[config.mk]
export PLATFORM = sky130hd
export DESIGN_NAME = idlehs_ctrl
export DESIGN_NICKNAME = d
export VERILOG_FILES = /design/src/rtl/idlehs_pkg.sv /design/src/rtl/idlehs_cfg_reg.sv /design/src/rtl/idlehs_autogate.sv /design/src/rtl/idlehs_ack_fsm.sv /design/src/rtl/idlehs_ctrl.sv
export SDC_FILE = /design/constraint.sdc
export NUM_CORES = 1
export LEC_CHECK = 0
export ABC_AREA = 1
export CORE_AREA = 2 2 39 41
export CTS_CLUSTER_SIZE = 24
export DETAILED_ROUTE_END_ITERATION = 16
export DIE_AREA = 0 0 41 43
export DONT_BUFFER_PORTS = 1
export PLACE_DENSITY = 0.33
export RECOVER_POWER = 100
export SLEW_MARGIN = 20
export SYNTH_ARGS = -nofsm -noshare
export SYNTH_HDL_FRONTEND = slang
export SYNTH_SLANG_ARGS = --single-unit
[constraint.sdc]
create_clock -name clk -period 1.1 [get_ports clk]
set_input_delay 0.11 -clock clk [delete_from_list [all_inputs] [get_ports clk]]
set_output_delay 0.11 -clock clk [all_outputs]
set_load 0.01 [all_outputs]
[src/rtl/idlehs_pkg.sv]
package idlehs_pkg;

    localparam int AUTO_BIT   = 0;
    localparam int POL_LSB    = 3;
    localparam int POL_WIDTH  = 2;
    localparam int CFG_MIN_W  = POL_LSB + POL_WIDTH;

    typedef enum logic [1:0] {
        FLD_FORCE = 2'b00,
        FLD_NEVER = 2'b01,
        FLD_SMART = 2'b10,
        FLD_RSVD  = 2'b11
    } pol_field_e;

    typedef enum logic [1:0] {
        POL_FORCE,
        POL_NEVER,
        POL_SMART
    } ack_policy_e;

    typedef enum logic [1:0] {
        ST_ACTIVE,
        ST_WAIT,
        ST_IDLE
    } hs_state_e;

    typedef struct packed {
        pol_field_e pol;
        logic       auto_en;
    } cfg_s;

    function automatic ack_policy_e policy_of(pol_field_e f);
        case (f)
            FLD_FORCE: return POL_FORCE;
            FLD_SMART: return POL_SMART;
            default:   return POL_NEVER;
        endcase
    endfunction

endpackage

[src/rtl/idlehs_cfg_reg.sv]
module idlehs_cfg_reg
    import idlehs_pkg::*;
#(
    parameter int CFG_W = 8
) (
    input  logic             clk,
    input  logic             rst,
    input  logic             wr_en,
    input  logic [CFG_W-1:0] wdata,
    output cfg_s             cfg_q,
    output logic [CFG_W-1:0] rdata
);

    cfg_s cfg_d;
    logic spare_unused;

    assign spare_unused = ^wdata;

    always_comb begin
        cfg_d = cfg_q;
        if (wr_en) begin
            cfg_d.auto_en = wdata[AUTO_BIT];
            cfg_d.pol     = pol_field_e'(wdata[POL_LSB +: POL_WIDTH]);
        end
    end

    always_ff @(posedge clk) begin
        if (rst) begin
            cfg_q <= '{pol: FLD_FORCE, auto_en: 1'b0};
        end else begin
            cfg_q <= cfg_d;
        end
    end

    always_comb begin
        rdata                          = '0;
        rdata[AUTO_BIT]                = cfg_q.auto_en;
        rdata[POL_LSB +: POL_WIDTH]    = cfg_q.pol;
    end

    // a write lands at the next edge.
    assert_write_lands_R1: assert property (@(posedge clk) disable iff (rst)
        wr_en |=> (rdata[POL_LSB +: POL_WIDTH] == $past(wdata[POL_LSB +: POL_WIDTH]))
                  && (rdata[AUTO_BIT] == $past(wdata[AUTO_BIT])));

endmodule

[src/rtl/idlehs_autogate.sv]
module idlehs_autogate (
    input  logic clk,
    input  logic rst,
    input  logic auto_en,
    input  logic port_wr,
    input  logic port_rd,
    output logic clk_en
);

    logic port_busy;

    assign port_busy = port_wr | port_rd;
    assign clk_en    = !auto_en || port_busy;

    assert_gate_open_on_access_R10: assert property (@(posedge clk) disable iff (rst)
        (port_wr || port_rd) |-> clk_en);

    assert_gate_open_when_off_R9: assert property (@(posedge clk) disable iff (rst)
        !auto_en |-> clk_en);

endmodule

[src/rtl/idlehs_ack_fsm.sv]
module idlehs_ack_fsm
    import idlehs_pkg::*;
#(
    parameter int NUM_IRQ = 4
) (
    input  logic               clk,
    input  logic               rst,
    input  ack_policy_e        policy,
    input  logic               idle_req,
    input  logic [NUM_IRQ-1:0] irq_pending,
    output logic               idle_ack
);

    hs_state_e state_q, state_d;
    logic      irq_any;

    assign irq_any = |irq_pending;

    always_comb begin
        state_d = state_q;
        case (state_q)
            ST_ACTIVE: begin
                if (idle_req) begin
                    case (policy)
                        POL_FORCE: state_d = ST_IDLE;
                        POL_SMART: state_d = irq_any ? ST_WAIT : ST_IDLE;
                        default:   state_d = ST_ACTIVE;
                    endcase
                end
            end
            ST_WAIT: begin
                if (!idle_req)     state_d = ST_ACTIVE;
                else if (!irq_any) state_d = ST_IDLE;
            end
            ST_IDLE: begin
                if (!idle_req)     state_d = ST_ACTIVE;
            end
            default: state_d = ST_ACTIVE;
        endcase
    end

    always_ff @(posedge clk) begin
        if (rst) state_q <= ST_ACTIVE;
        else     state_q <= state_d;
    end

    assign idle_ack = (state_q == ST_IDLE);

    assert_force_ack_R5: assert property (@(posedge clk) disable iff (rst)
        (state_q == ST_ACTIVE && idle_req && policy == POL_FORCE) |=> idle_ack);

    assert_smart_holdoff_R6: assert property (@(posedge clk) disable iff (rst)
        (state_q == ST_ACTIVE && policy == POL_SMART && irq_any) |=> !idle_ack);

    assert_wait_keeps_waiting_R7: assert property (@(posedge clk) disable iff (rst)
        (state_q == ST_WAIT && irq_any) |=> !idle_ack);

    assert_ack_drops_R8: assert property (@(posedge clk) disable iff (rst)
        (idle_ack && !idle_req) |=> !idle_ack);

endmodule

[src/rtl/idlehs_ctrl.sv]
module idlehs_ctrl
    import idlehs_pkg::*;
#(
    parameter int CFG_W   = 8,
    parameter int NUM_IRQ = 4
) (
    input  logic               clk,
    input  logic               rst,
    input  logic               cfg_wr,
    input  logic               cfg_rd,
    input  logic [CFG_W-1:0]   cfg_wdata,
    output logic [CFG_W-1:0]   cfg_rdata,
    input  logic               idle_req,
    input  logic [NUM_IRQ-1:0] irq_pending,
    output logic               idle_ack,
    output logic               clk_en
);

    cfg_s        cfg_q;
    ack_policy_e policy;

    generate
        if (CFG_W < CFG_MIN_W) begin : g_bad_width
            initial $error("idlehs_ctrl: CFG_W too small for the policy field");
        end
    endgenerate

    idlehs_cfg_reg #(.CFG_W(CFG_W)) u_cfg (
        .clk   (clk),
        .rst   (rst),
        .wr_en (cfg_wr),
        .wdata (cfg_wdata),
        .cfg_q (cfg_q),
        .rdata (cfg_rdata)
    );

    assign policy = policy_of(cfg_q.pol);

    idlehs_ack_fsm #(.NUM_IRQ(NUM_IRQ)) u_fsm (
        .clk         (clk),
        .rst         (rst),
        .policy      (policy),
        .idle_req    (idle_req),
        .irq_pending (irq_pending),
        .idle_ack    (idle_ack)
    );

    idlehs_autogate u_gate (
        .clk     (clk),
        .rst     (rst),
        .auto_en (cfg_q.auto_en),
        .port_wr (cfg_wr),
        .port_rd (cfg_rd),
        .clk_en  (clk_en)
    );

    assert_never_policy_R3: assert property (@(posedge clk) disable iff (rst)
        (cfg_rdata[POL_LSB +: POL_WIDTH] == 2'b01 && !idle_ack) |=> !idle_ack);

    assert_reserved_code_R4: assert property (@(posedge clk) disable iff (rst)
        (cfg_rdata[POL_LSB +: POL_WIDTH] == 2'b11 && !idle_ack) |=> !idle_ack);

endmodule

# Word-level counts from Yosys, hierarchy flattened
# Cells that the tools add are included.
dict set report word_totals {
  ff_bits 5
  input_bits 17
}
dict set report classes {
  n_reduce_logical 7
  eq_ne 7
  mux 8
  bitwise_logic 1
}
# op count
set op_table {}
lappend op_table {{$mux W2} 5}
lappend op_table {{$pmux W2 S2} 2}
lappend op_table {{$eq A2 B2 Y1 const B} 3}
lappend op_table {{$logic_not A2 Y1} 3}
lappend op_table {{$pmux W2 S3} 1}
lappend op_table {{$ne A2 B2 Y1 const B} 2}
lappend op_table {{$reduce_or A4 Y1} 1}
lappend op_table {{$ne A3 B3 Y1 const B} 1}
lappend op_table {{$reduce_and A3 Y1} 1}
lappend op_table {{$eq A2 B1 Y1 const B} 1}
lappend op_table {{$logic_not A1 Y1} 1}
lappend op_table {{$logic_or A1 B1 Y1} 1}
lappend op_table {{$or A1 B1 Y1} 1}

# Longest topological paths before layout
# Gate-level depths: netlist of the first run.
dict set report logic_depth {
  ltp_word 6
  ltp_mapped 7
}

# Hierarchy
# From an unflattened synthesis of the first run, not the netlist that was laid out.
dict set report hier_totals {
  hier_cells 62
  hier_area_um2 349.1
}
# module area_each_um2 n_inst seq_area_each_um2 cells_each
set by_module_without_submodules {}
lappend by_module_without_submodules {idlehs_cfg_reg 183.9 1 60.1 28}
lappend by_module_without_submodules {idlehs_ack_fsm 146.4 1 40.0 29}
lappend by_module_without_submodules {idlehs_ctrl 11.3 1 0.0 3}
lappend by_module_without_submodules {idlehs_autogate 7.5 1 0.0 2}

# Worst setup path after synthesis of the first run
# Ideal clock, no wire load.
dict set report synth_path {
  path_kind {register to register}
  from {register u_fsm.state_q[1]}
  to {register u_fsm.state_q[1]}
  period_less_slack_ps 837
  stages_incl_launch_ff 5
  required_time_ps 1034
  t_arrival_ps 771
  path_slack_ps 263
  cell_sequence {dfxtp_1 > inv_1 > nor2_1 > nand2_1 > a21oi_2}
}
dict set report synth_via {
  elab_chain_cells 3
}
# element line_no
set synth_rtl {}
lappend synth_rtl {{start: declaration} idlehs_ack_fsm.sv:14} ;# hs_state_e state_q, state_d;
lappend synth_rtl {{start signal: assignment} idlehs_ack_fsm.sv:44} ;# else state_q <= state_d;
lappend synth_rtl {{$eq A2 B2 Y1 *} -}
lappend synth_rtl {{via idle_ack} idlehs_ctrl.sv:15} ;# output logic idle_ack,
lappend synth_rtl {{$ne A2 B2 Y1 (no line)} -}
lappend synth_rtl {{$reduce_and A3 Y1 (no line)} -}
# The timed path passes the listed nets; every way through them passes the cells marked *.
# A chain may end at the register's enable or synchronous reset.

# Final worst setup path of the first run
dict set report layout_path {
  from {register u_cfg.cfg_q[0] (netlist name)}
  to {output port clk_en}
}
dict set report layout_via {
  elab_chain_cells 2
}
# element line_no
set layout_rtl {}
lappend layout_rtl {{$logic_not A1 Y1} idlehs_autogate.sv:13} ;# assign clk_en = !auto_en || port_busy;
lappend layout_rtl {{$logic_or A1 B1 Y1} idlehs_autogate.sv:13}
lappend layout_rtl {{end: declaration} idlehs_ctrl.sv:16} ;# output logic clk_en
# Every way passes these cells.

==> results.txt, run 1 <==
Status -> finished, final reports clean
Max-cap violations -> 0
GRT met3 Usage -> 2.618%
Worst Slack Setup Final -> 0.05679 ns
Met1 usage -> 10.10%
Max Clock Skew -> 0.007395 ns
Sw power -> 135.1 uW
Syn avg cell area -> 6.506 um^2
FFs w/ async S/R, synth -> 0%
Global Route Usage Sum -> 9.173%
Startpoint types -> flop
Vias in the first global route -> 245
Overflow after GRT -> 0
Setup violators final -> 0
Synth area leaders -> dfxtp_1, buf_4, nand2_1
DR vias -> 261
FF+latch count, synth -> 5
Crit path DAT -> 0.93 ns
Pwr per Cell Area -> 1438 nW/um^2
Tmin final -> 1.043 ns
CTS Buffer Depth -> 2
WL/cell -> 9.179 um
Fraction of power spent switching nets -> 27.01%
Sequential area share after synthesis -> 34.19%
Row count -> 14
Multi-input logic area -> 143.9 um^2
Drc violations -> 0
VDD IR-drop max -> 0.0004049 V
Via density -> 3.896
Final hold vios -> 0
Busiest grt layer -> met4
Crit path max fanout -> 2
Power Total -> 500.3 uW
Fmax -> 958.6 MHz
Unrepaired setup endpoints after global routing -> false
Area Growth Syn to Fin -> 18.80%
Total wire length -> 615 um
Flop pwr share -> 41.4%
Pre-CTS WS -> 0.2048 ns
CP Class -> reg -> out
Internal power -> 365.2 uW
Synth area leader -> dfxtp_1
Inserted Clock Buffers -> 3
ANT cells -> 0
Skew-Pair Late Insertion Delay -> 0.24 ns
Mapped Area -> 292.8 um^2
Worst endpoint required time -> 0.99 ns
Met2 Use GR -> 11.56%
Nets -> 69
Leak -> 0.1581 nW
Ys Warns -> 0
Total Neg Setup Slack -> 0 ns
Die height -> 43 um
Comb power frac -> 15.9%
Drt first pass iters -> 1
Cell count after synthesis -> 45
Final GP Congestion -> 0.6819
Yosys cell types -> 11
Clock root cell -> clkbuf_4
Initial Util -> 21.16%
Post-synth EDFFs -> 0
CTS tree -> done
Pin count of the biggest net entering global routing -> 6
Worst Hold Class -> in -> reg
Ports -> 27
1st-iter DRT viols -> 0
Clock sinks -> 5
Die Wd -> 41 um
H-tree Lvls -> 1
First-pass GRT wire length -> 1007 um
Filler cells -> 163
Period utilisation layout -> 94.84%
Synth Flop Type -> dfxtp_1
Ratio of cells with drive above 1 in the final layout -> 11.76%
Slew Limit Fails -> 0
Storage element area -> 101.3 um^2
Worst-path clk slew -> 0.05 ns
Initial antenna violation count -> 0
Top cells by count, synth -> nand2_1, nor2_1, buf_4
DIE AREA -> 1763 um^2
Critical Path End Type -> output port
Port bufs -> 0
Post-DP HPWL -> 466 um
DRT antenna net count -> 0
Share of the synthesized area in the top cell type -> 34.19%
Count leader, synth -> nand2_1
Core Footprint -> 1384 um^2
Clock Power Share -> 42.7%
-- critical path, stage by stage (launching register included) --
cell and delay [ns]:
dfxtp_2 0.35, nand2_1 0.08, or2_0 0.26
-- cells in the final DEF, fill, tap and decap left out --
| cell | count |
|---|---|
| nor2_1 | 9 |
| a211oi_1 | 1 |
| inv_1 | 5 |
| nand2_1 | 12 |
| conb_1 | 5 |
| dfxtp_2 | 1 |
| dlygate4sd3_1 | 3 |
| dfxtp_1 | 4 |
| clkbuf_1 | 1 |
| o2111ai_1 | 1 |
| a21oi_1 | 3 |
| clkbuf_4 | 3 |
| or2_0 | 1 |
| buf_4 | 1 |
| a21oi_2 | 1 |
-- per-layer routing --
| layer | vias up | wire [um] |
|---|---|---|
| met1 | 105 | 245 |
| met5 | - | 0 |
| met4 | 0 | 8 |
| met2 | 16 | 290 |
| met3 | 2 | 71 |
| li1 | 138 | - |
-- flip-flops by register name (all words and copies together) (netlist names) --
signal,flops
u_cfg.cfg_q,3
u_fsm.state_q,2
-- power by group through the flow --
stage / registers, mW / clock network [mW] / logic [mW]
6_report: 0.207 / 0.214 / 0.0793
3_3_place_gp: 0.210 / 0 / 0.0700
2_1_floorplan: 0.207 / 0 / 0.0722
4_1_cts: 0.207 / 0.228 / 0.0812
5_1_grt: 0.209 / 0.241 / 0.0929
3_5_place_dp: 0.210 / 0 / 0.0691
-- through the flow --
| stage | hold WS, ns | instance area, um^2 | util [%] | cells |
|---|---|---|---|---|
| 5_1_grt | 0.01503 | 347.8 | 25.14 | 67 |
| 4_1_cts | 0.002098 | 350.3 | 25.32 | 67 |
| 3_3_place_gp | 0.1755 | 290.3 | 20.98 | 60 |
| 2_1_floorplan | 0.1724 | 307.8 | - | 49 |
| 3_5_place_dp | 0.1760 | 290.3 | 20.98 | 60 |
| 6_report | 0.01330 | 347.8 | 25.14 | 67 |
-- worst paths after layout --
| path | from | endpoint | slack, ns | cells after the start |
|---|---|---|---|---|
| setup / recovery | u_cfg.cfg_q[0] | clk_en | 0.06 | 2 |
| setup reg to reg | u_fsm.state_q[0] | u_fsm.state_q[1] | 0.21 | 6 |
| hold reg to reg | u_cfg.cfg_q[0] | u_cfg.cfg_q[0] | 0.53 | 2 |
| hold / removal | cfg_wdata[3] | u_cfg.cfg_q[1] | 0.01 | 2 |
-- kinds of logic after synthesis --
family	count (synthesis)	synth area share (%)
other	1	1.281
AO/OA/AOI/OAI	6	13.68
flip-flops	5	34.19
buffers and inverters	11	21.79
AND/OR/NAND/NOR	22	29.06
-- final cells by class --
cell class                      instances  share of cell area [%]
Clock buffer                            4                   7.554
Sequential cell                         5                   29.14
Inverter                                5                   5.396
Tap cell                               16                   5.755
Timing Repair Buffer                    4                   10.79
Multi-Input combinational cell         33                   41.37
-- timing repair --
action / in CTS / in global routing
setup buffers: 0 / 0
endpoints found under the hold margin: 5 / 0
endpoints found under the setup margin: 1 / 0
gates resized for setup: 2 / 0
hold buffers: 3 / 0
Power figures use the tool's default switching activity.
==> run 2: changes to the inputs <==
==> constraint.sdc (replaced) <==
create_clock -name clk -period 1.3 [get_ports clk]
set_input_delay 0.13 -clock clk [delete_from_list [all_inputs] [get_ports clk]]
set_output_delay 0.13 -clock clk [all_outputs]
set_load 0.01 [all_outputs]
==> results.txt, run 2 (same netlist as run 1, synthesis figures left out) <==
Status -> finished, final reports clean
Global Route Usage Sum -> 8.468%
Worst reg2reg startpoint -> u_fsm.state_q[0]
Drc violations -> 0
Die Wd -> 41 um
Total wire length -> 554 um
Drt first pass iters -> 1
First-pass GRT wire length -> 931 um
Period utilisation layout -> 88.52%
Leading cell type in the layout, fill and taps excluded -> nand2_1
Overflow after GRT -> 0
CTS tree -> done
Ratio of cells with drive above 1 in the final layout -> 10.20%
Total Neg Setup Slack -> 0 ns
WHS Endpoint -> u_cfg.cfg_q[1]
Worst Hold Class -> in -> reg
DRT antenna net count -> 0
Biggest regs -> u_cfg.cfg_q (3), u_fsm.state_q (2)
ANT cells -> 0
Tmin final -> 1.151 ns
Clock sinks -> 5
1st-iter DRT viols -> 0
Pin count of the biggest net entering global routing -> 6
Max Clock Skew -> 0.008267 ns
Post_cts resized -> 0
VDD IR-drop max -> 0.0003385 V
Initial antenna violation count -> 0
Max reg flops -> 3
WL/cell -> 8.523 um
Setup violators final -> 0
Pwr per Cell Area -> 1286 nW/um^2
Fmax -> 869.0 MHz
DR vias -> 246
Crit Reg-Reg Endpoint -> u_fsm.state_q[1]
Most frequent cells in the layout -> nand2_1, nor2_1, inv_1, conb_1, dfxtp_1
Hold_sp -> cfg_wr
CP Class -> reg -> out
Crit path DAT -> 1.02 ns
Flop-to-flop setup slack -> 0.41 ns
Die height -> 43 um
Leak -> 0.1457 nW
Pre-CTS WS -> 0.3976 ns
Area Growth Syn to Fin -> 10.26%
Skew-Pair Late Insertion Delay -> 0.24 ns
Slew Limit Fails -> 0
Startpoint types -> flop
Inserted Clock Buffers -> 3
Row count -> 14
Vias in the first global route -> 221
CTS Buffer Depth -> 2
Hold Path Cell Cnt -> 2
H-tree Lvls -> 1
Crit path max fanout -> 2
Final hold vios -> 0
Initial Util -> 21.16%
R2r worst-path depth -> 6
Worst-path clk slew -> 0.05 ns
Core Footprint -> 1384 um^2
Final GP Congestion -> 0.6819
Unrepaired setup endpoints after global routing -> false
Max-cap violations -> 0
Nets -> 67
DIE AREA -> 1763 um^2
Port bufs -> 0
Post-DP HPWL -> 466 um
Via density -> 3.785
Worst Slack Setup Final -> 0.1493 ns
Worst endpoint required time -> 1.17 ns
Clock root cell -> clkbuf_4
Ports -> 27
Most flops, register -> u_cfg.cfg_q
Critical Path End Type -> output port
-- run 2: report_power, final --
part           switching, mW  internal (mW)  total (mW)
Sequential            0.0102          0.164       0.175
Clock                 0.0655          0.116       0.182
Combinational         0.0376         0.0213      0.0589
-- run 2: worst max-delay path: stages, from the launching register on --
cell,delay [ns]
dfxtp_1,0.38
nand2_1,0.09
or2_2,0.31
-- run 2: what timing repair did --
action / in CTS / in global routing
hold buffers: 1 / 0
endpoints found under the hold margin: 5 / 0
setup buffers: 0 / 0
-- run 2: worst max-delay path by stage --
stage,startpoint,endpoint,slack [ns],cells after the start
detailed placement,u_cfg.cfg_q[0],clk_en,0.40,2
global route,u_cfg.cfg_q[0],clk_en,0.1,2
finish,u_cfg.cfg_q[0],clk_en,0.15,2
floorplan,u_fsm.state_q[1],u_fsm.state_q[1],0.46,4
global placement,u_fsm.state_q[1],u_fsm.state_q[1],0.40,7
CTS,u_cfg.cfg_q[0],clk_en,0.12,2
-- run 2: layout make-up --
type	instances	area, um^2
clock buffers	4	26.28
fillers	162	1061
inverters	5	18.77
multi-input cells	33	143.9
flip-flops and latches	5	100.1
well taps	16	20.02
repair buffers	2	13.76
-- run 2: metal layers --
metal	wire (um)	vias to the layer above	share of wire, %	GRT usage, %
met5	0	-	0	0
met4	8	0	1.4	12.00
met3	71	2	13	2.618
met2	234	16	42	9.063
met1	240	94	43	10.42
li1	-	134	-	-
-- run 2: per-stage QoR --
| step | area (um^2) | util (%) | std cells | power [mW] | hold WS (ns) |
|---|---|---|---|---|---|
| CTS | 326.6 | 23.60 | 65 | 0.4313 | 0.01487 |
| floorplan | 307.8 | - | 49 | 0.2358 | 0.1924 |
| detailed placement | 290.3 | 20.98 | 60 | 0.2365 | 0.1960 |
| global route | 322.8 | 23.33 | 65 | 0.4512 | 0.01567 |
| global placement | 290.3 | 20.98 | 60 | 0.2369 | 0.1955 |
| finish | 322.8 | 23.33 | 65 | 0.4152 | 0.02199 |
